### config.mk
export PLATFORM = sky130hd
export DESIGN_NAME = mcs_top
export DESIGN_NICKNAME = d
export VERILOG_FILES = /design/src/rtl/mcs_pkg.sv /design/src/rtl/mcs_sync.sv /design/src/rtl/mcs_delta.sv /design/src/rtl/mcs_ctrl.sv /design/src/rtl/mcs_top.sv
export SDC_FILE = /design/constraint.sdc
export NUM_CORES = 1
export LEC_CHECK = 0
export BUFFER_PORTS_ARGS = -buffer_cell sky130_fd_sc_hd__clkbuf_2
export CORE_AREA = 4 4 50 52
export CTS_CLUSTER_SIZE = 24
export DETAILED_ROUTE_END_ITERATION = 12
export DIE_AREA = 0 0 54 56
export GPL_ROUTABILITY_DRIVEN = 0
export HOLD_SLACK_MARGIN = 0.03
export PLACE_DENSITY_LB_ADDON = 0.15
export SLEW_MARGIN = 20
export SYNTH_ARGS = -nofsm -noshare
export SYNTH_HDL_FRONTEND = slang
export SYNTH_HIERARCHICAL = 1
export SYNTH_SLANG_ARGS = --single-unit
### constraint.sdc
create_clock -name clk -period 1.2 [get_ports clk]
set_input_delay 0.24 -clock clk [delete_from_list [all_inputs] [get_ports clk]]
set_output_delay 0.24 -clock clk [all_outputs]
set_load 0.01 [all_outputs]
### src/rtl/mcs_pkg.sv
`timescale 1ns/1ps
package mcs_pkg;
   // modem line indices; status levels sit at NMOD+index, flags at index
   localparam int NMOD   = 4;
   localparam int MI_CTS = 0;
   localparam int MI_DSR = 1;
   localparam int MI_RI  = 2;
   localparam int MI_DCD = 3;

   // control register fields
   localparam int CB_DTR = 0;
   localparam int CB_RTS = 1;
   localparam int CB_IOE = 3;
   localparam int CTRL_W = 5;

   // which lines flag only a 1->0 transition
   localparam logic [NMOD-1:0] FALL_ONLY_MASK = 4'b0100;

   typedef struct packed {
      logic [NMOD-1:0] level;
      logic [NMOD-1:0] flag;
   } stat_word_t;
endpackage

### src/rtl/mcs_sync.sv
`timescale 1ns/1ps
module mcs_sync #(
   parameter int W      = 4,
   parameter int STAGES = 2
) (
   input  logic         clk,
   input  logic         rst_n,
   input  logic [W-1:0] d,
   output logic [W-1:0] q
);
   logic [W-1:0] stg [STAGES];

   generate
      for (genvar s = 0; s < STAGES; s++) begin : g_stage
         if (s == 0) begin : g_first
            always_ff @(posedge clk or negedge rst_n) begin
               if (!rst_n) stg[s] <= '0;
               else        stg[s] <= d;
            end
         end else begin : g_next
            always_ff @(posedge clk or negedge rst_n) begin
               if (!rst_n) stg[s] <= '0;
               else        stg[s] <= stg[s-1];
            end
         end
      end
   endgenerate

   assign q = stg[STAGES-1];
endmodule

### src/rtl/mcs_delta.sv
`timescale 1ns/1ps
module mcs_delta #(
   parameter int              N         = 4,
   parameter logic [N-1:0]    FALL_ONLY = '0
) (
   input  logic         clk,
   input  logic         rst_n,
   input  logic [N-1:0] now,
   input  logic         clr,
   output logic [N-1:0] prev,
   output logic [N-1:0] det,
   output logic [N-1:0] flag
);
   generate
      for (genvar i = 0; i < N; i++) begin : g_line
         if (FALL_ONLY[i]) begin : g_fall
            assign det[i] = prev[i] & ~now[i];
         end else begin : g_any
            assign det[i] = prev[i] ^ now[i];
         end

         always_ff @(posedge clk or negedge rst_n) begin
            if (!rst_n) begin
               prev[i] <= 1'b0;
               flag[i] <= 1'b0;
            end else begin
               prev[i] <= now[i];
               // a detection on the clearing edge wins over the clear
               flag[i] <= (flag[i] & ~clr) | det[i];
            end
         end
      end
   endgenerate
endmodule

### src/rtl/mcs_ctrl.sv
`timescale 1ns/1ps
module mcs_ctrl import mcs_pkg::*; #(
   parameter int DATA_W = 8
) (
   input  logic              clk,
   input  logic              rst_n,
   input  logic              we,
   input  logic [DATA_W-1:0] wdata,
   output logic [DATA_W-1:0] ctrl_q,
   output logic              dtr_n,
   output logic              rts_n,
   output logic              irq_oe
);
   localparam logic [DATA_W-1:0] KEEP_MASK = DATA_W'((1 << CTRL_W) - 1);

   always_ff @(posedge clk or negedge rst_n) begin
      if (!rst_n)  ctrl_q <= '0;
      else if (we) ctrl_q <= wdata & KEEP_MASK;
   end

   assign dtr_n  = ~ctrl_q[CB_DTR];
   assign rts_n  = ~ctrl_q[CB_RTS];
   assign irq_oe =  ctrl_q[CB_IOE];
endmodule

### src/rtl/mcs_top.sv
`timescale 1ns/1ps
module mcs_top import mcs_pkg::*; #(
   parameter int                ADDR_W      = 3,
   parameter int                DATA_W      = 8,
   parameter int                SYNC_STAGES = 2,
   parameter logic [ADDR_W-1:0] CTRL_ADDR   = 4,
   parameter logic [ADDR_W-1:0] STAT_ADDR   = 6
) (
   input  logic              clk,
   input  logic              rst_n,
   input  logic              cpu_sel,
   input  logic              cpu_wr,
   input  logic              cpu_rd,
   input  logic [ADDR_W-1:0] cpu_addr,
   input  logic [DATA_W-1:0] cpu_wdata,
   output logic [DATA_W-1:0] cpu_rdata,
   input  logic              m_cts,
   input  logic              m_dsr,
   input  logic              m_ri,
   input  logic              m_dcd,
   input  logic              msi_en,
   output logic              dtr_n,
   output logic              rts_n,
   output logic              irq_oe,
   output logic              msi_req
);
   localparam int STAT_W = $bits(stat_word_t);

   generate
      if (SYNC_STAGES < 2) begin : g_bad_sync
         $error("SYNC_STAGES must be at least 2");
      end
      if (DATA_W < STAT_W) begin : g_bad_width
         $error("DATA_W too narrow for the status word");
      end
      if (CTRL_ADDR == STAT_ADDR) begin : g_bad_addr
         $error("control and status addresses collide");
      end
   endgenerate

   logic [NMOD-1:0]   pins;
   logic [NMOD-1:0]   st_now;
   logic [NMOD-1:0]   st_prev;
   logic [NMOD-1:0]   det_v;
   logic [NMOD-1:0]   flag_v;
   logic [DATA_W-1:0] ctrl_q;
   logic              ctrl_we;
   logic              stat_rd;
   stat_word_t        stat_w;

   always_comb begin
      pins         = '0;
      pins[MI_CTS] = m_cts;
      pins[MI_DSR] = m_dsr;
      pins[MI_RI]  = m_ri;
      pins[MI_DCD] = m_dcd;
   end

   assign ctrl_we = cpu_sel & cpu_wr & (cpu_addr == CTRL_ADDR);
   assign stat_rd = cpu_sel & cpu_rd & (cpu_addr == STAT_ADDR);

   mcs_sync #(.W(NMOD), .STAGES(SYNC_STAGES)) u_sync (
      .clk   (clk),
      .rst_n (rst_n),
      .d     (pins),
      .q     (st_now)
   );

   mcs_delta #(.N(NMOD), .FALL_ONLY(FALL_ONLY_MASK)) u_delta (
      .clk   (clk),
      .rst_n (rst_n),
      .now   (st_now),
      .clr   (stat_rd),
      .prev  (st_prev),
      .det   (det_v),
      .flag  (flag_v)
   );

   mcs_ctrl #(.DATA_W(DATA_W)) u_ctrl (
      .clk    (clk),
      .rst_n  (rst_n),
      .we     (ctrl_we),
      .wdata  (cpu_wdata),
      .ctrl_q (ctrl_q),
      .dtr_n  (dtr_n),
      .rts_n  (rts_n),
      .irq_oe (irq_oe)
   );

   assign stat_w.level = st_now;
   assign stat_w.flag  = flag_v;

   always_comb begin
      cpu_rdata = '0;
      if (cpu_sel && cpu_rd) begin
         if (cpu_addr == CTRL_ADDR)      cpu_rdata = ctrl_q;
         else if (cpu_addr == STAT_ADDR) cpu_rdata[STAT_W-1:0] = stat_w;
      end
   end

   assign msi_req = msi_en & (|flag_v);
endmodule

Word level (Yosys, flattened, before mapping) --
Index checks and enable logic that the tools add are counted.
Cells by class: equal/unequal tests 2, bitwise gates (word level) 21, reduce and logical (&&, ||, !) cells 2, mux-type cells 3
Operator list (number):
- two-way mux 8 bit | 3
- AND 1 bit | 10
- == test 3 bit (second input constant) | 2
- NOT 1 bit | 4
- bitwise OR 1 bit | 4
- OR reduction 4 bit | 1
- bitwise XOR 1 bit | 3
- logical AND 1 bit | 1
Storage, ports and cells: logic and storage cells 39, register bits 21

Depth between registers and ports, before layout --
word-level depth 5, gate-level depth with buffers 5, mapped depth without buffers 4

Modules after synthesis --
The synthesis kept the hierarchy.
By module, submodules not included:
- mcs_delta | area an instance 266.5 um^2, cells an instance 17, instances 1, sequential area each 200.2 um^2
- mcs_sync | area an instance 230.2 um^2, cells an instance 12, instances 1, sequential area each 200.2 um^2
- mcs_ctrl | area an instance 222.7 um^2, cells an instance 17, instances 1, sequential area each 125.1 um^2
- mcs_top | area an instance 195.2 um^2, cells an instance 23, instances 1, sequential area each 0.0 um^2

Worst setup path after synthesis --
OpenSTA, ideal clock, no wires.
path type input to register, from input cpu_addr[1], to register u_ctrl.ctrl_q[0], stages on the path 3, data required time 1.075 ns, arrival 1.114 ns, path slack -0.039 ns, cells stage by stage buf_6 > nor4b_4 > mux2_2
Between the ends: word-level cells in the longest chain between the ends 2
RTL lines:
- start: declaration | line mcs_top.sv:14 | input logic [ADDR_W-1:0] cpu_addr,
- == test 3 bit | line mcs_top.sv:59 | assign ctrl_we = cpu_sel & cpu_wr & (cpu_addr == CTRL_ADDR);
- AND 1 bit | line mcs_top.sv:59
- named net ctrl_we | line mcs_top.sv:47 | logic ctrl_we;
- end signal: assignment | line mcs_ctrl.sv:18 | else if (we) ctrl_q <= wdata & KEEP_MASK;
- end: declaration | line mcs_ctrl.sv:9 | output logic [DATA_W-1:0] ctrl_q,
The timed path passes the listed nets, and every way through them passes these cells. A chain may end at the register's enable or synchronous reset.

Final worst setup path --
from register u_delta.flag[1], to output msi_req
Between the ends: word-level cells in the longest chain between the ends 2
RTL lines:
- start: declaration | line mcs_delta.sv:12 | output logic [N-1:0] flag
- start signal: indexed assignment | line mcs_delta.sv:29 | flag[i] <= (flag[i] & ~clr) | det[i];
- OR reduction 4 bit | line mcs_top.sv:101 | assign msi_req = msi_en & (|flag_v);
- AND 1 bit | line mcs_top.sv:101
- end: declaration | line mcs_top.sv:25 | output logic msi_req
Every way passes these cells.

==> results.yml <==
status:
  outcome: "complete, but fails checks"
  violations: "negative setup slack"
layout:
  layout.cells.non_filler: 141
  synthToLayoutAreaGrowth_pct: 32.3
  post-route-util_pct: 57.5
  fin_nets: 135
  diodes: 0
  final_area_mm2: 0.00121
  layout-drive-gt1-share_pct: 47.8
  final_cell_mix: "28 x clkbuf_2, 21 x dfrtp_1, 12 x buf_4"
  final_common_cell: "clkbuf_2"
cts:
  numCtsBuffers: 3
  cts_root_buffer: "clkbuf_4"
  htree_levels: 1
  clk_latency_ns: 0.30
  clk_pin_slew_worst_paths_ns: 0.11
  clockBufferDepth: 2
  cts_tree: "done"
  cts_sinks: 21
sta:
  period_needed_ns: 1.49
  max_freq_mhz: 670
  postLayoutSetupSlackWorst_ns: -0.292
  setup_viol: 9
  skew_ns: 0.00202
  whs_ns: 0.157
  finalHoldViolations: 0
  rsz0062_at_grt: "true"
  period_share_pct: 124
  drv_slew: 0
yosys:
  synth.distinct_cells: 17
  synth_area_um2: 915
  synthAdderAreaFrac_pct: 0
  synthTopCellsByArea: "dfrtp_1 57%, mux2i_1 8.8%, buf_4 6.6%"
  synth.avg_cell_area_um2: 13.3
  yosysTopAreaCell: "dfrtp_1"
  ys_ff_latch: 21
  synth_cells: 69
  yosys.area_share.simple_pct: 10.8
  synth-xor-area-share_pct: 2.87
  synth_top_family_by_area: "multiplexers"
  synth-compound-area-share_pct: 4.51
  ys_warn_count: 6
  ys_seq_area_share_pct: 57.5
  synth_top_area_share_pct: 57.5
  synth.area.mux_share_pct: 14.9
die:
  num_rows: 17
  start_util_pct: 43.4
  die-area_mm2: 0.00302
  pin_count: 33
  die_h_um: 56
  core_mm2: 0.00211
  die_w_um: 54
setup_path:
  path_delay_family: "compound AO/OA/AOI/OAI gates"
  end_kind: "output port"
  cp.required_ns: 0.96
  start_kind: "flop"
  crit_chain: "o41a_1, clkbuf_2"
  slowest_delay_ns: 0.42
  crit_buf_inv: 1
  worstPathArrival_ns: 1.25
  crit_fanout: 2
  worst-setup-path-type: "reg2out"
  cpMaxStageDelayCell: "o41a_1"
global_routing:
  overflow: 0
  grt_use_total_pct: 12.3
  grt_pass1_vias: 650
  antenna_found_initial: 0
  grt_max_degree: 22
  grt_pass1_wl_um: 2730
detailed_routing:
  antenna_left: 0
  dr.pass1.iters: 1
  drcViolationCount: 0
  drtIter0Drc: 0
  wl_per_cell_um: 11.0
  vias: 638
  wirelength_um: 1550
  viasPerCell: 4.52
power_and_ir_drop:
  power_leakage_nw: 0.618
  peakVddDrop_v: 0.000869
  pwr_density_cell_mw_per_mm2: 1150
  p_total_mw: 1.39
worst_hold_path:
  min_path_type: "in2reg"
place:
  dp.cells: 126
  dp_hpwl_um: 1230
  postPlaceCellArea_mm2: 0.00108
  place.port_buffers: 29
flow_run:
  max_cap_violations: 0
==> repair_timing <==
item	in CTS	in global routing
resized for setup	1	1
pin swaps	1	0
setup buffers	5	1
endpoints found under the setup margin	9	10
hold endpoints to repair	23	2
hold buffers	3	2
==> stage by stage <==
stage / setup WS [ns] / setup TNS, ns
global route: -0.352 / -1.78
global placement: -0.0808 / -0.390
finish: -0.292 / -1.09
CTS: -0.303 / -1.18
detailed placement: -0.0977 / -0.434
floorplan: 0.0195 / 0
==> worst paths after layout <==
check / depth (start not counted) / from / to / slack [ns]
min: 2 / cpu_wdata[2] / u_ctrl/ctrl_q[2]$_DFFE_PN0P_ / 0.16
max: 2 / u_delta/flag[1]$_DFF_PN0_ / msi_req / -0.29
min in group asynchronous: 2 / rst_n / u_sync/stg[6]$_DFF_PN0_ / 0.42
min reg2reg: 0 / u_sync/stg[7]$_DFF_PN0_ / u_sync/q[3]$_DFF_PN0_ / 0.36
max in group asynchronous: 2 / rst_n / u_delta/prev[0]$_DFF_PN0_ / 0.45
max reg2reg: 4 / u_sync/q[1]$_DFF_PN0_ / u_delta/flag[1]$_DFF_PN0_ / 0.15
==> metal layers <==
layer | part of all wire (%) | GRT usage, % | up-vias
li1 | - | - | 312
met1 | 47 | 16.7 | 295
met2 | 43 | 18.2 | 27
met3 | 7.6 | 1.61 | 4
met4 | 2.4 | 7.47 | 0
met5 | 0 | 0 | -
==> synthesized netlist by cell type, drive strengths merged <==
cell type  instances
dfrtp             21
buf                9
mux2i              8
nor2               8
mux2               5
a21o               4
inv                3
xor2               3
nand2              2
conb               1
nand4b             1
nor2b              1
nor3               1
nor4b              1
o41a               1
==> final cells by class <==
class | count | area (um^2)
Multi-Input combinational cell | 38 | 314
Clock buffer | 3 | 22.5
Fill cell | 184 | 896
Tap cell | 28 | 35.0
Clock inverter | 1 | 5.00
Sequential cell | 21 | 526
Inverter | 3 | 11.3
Timing Repair Buffer | 47 | 297
==> where the power goes <==
part / leakage [nW] / internal (mW) / switching, mW
Combinational: 0.363 / 0.138 / 0.105
Clock: 0.0177 / 0.124 / 0.212
Sequential: 0.237 / 0.772 / 0.0368
Total: 0.618 / 1.03 / 0.353
==> logic make-up after synthesis <==
logic type	after synthesis
flops	21
xor+xnor	3
compound gates	5
mux	13
other cells	1
buf+inv	12
simple gates	14
==> flip-flops by register name (all words and copies together) (netlist names) <==
register       flops
u_ctrl/ctrl_q      5
u_delta/flag       4
u_delta/prev       4
u_sync/q           4
u_sync/stg         4
==> worst register-to-register path: cells and delay by family (launching register included) <==
kind	cells	cell delay [ns]
XOR/XNOR	1	0.16
AO/OA/AOI/OAI	1	0.15
flip-flops	1	0.40
buffers and inverters	2	0.26
Power figures use the tool's default switching activity.
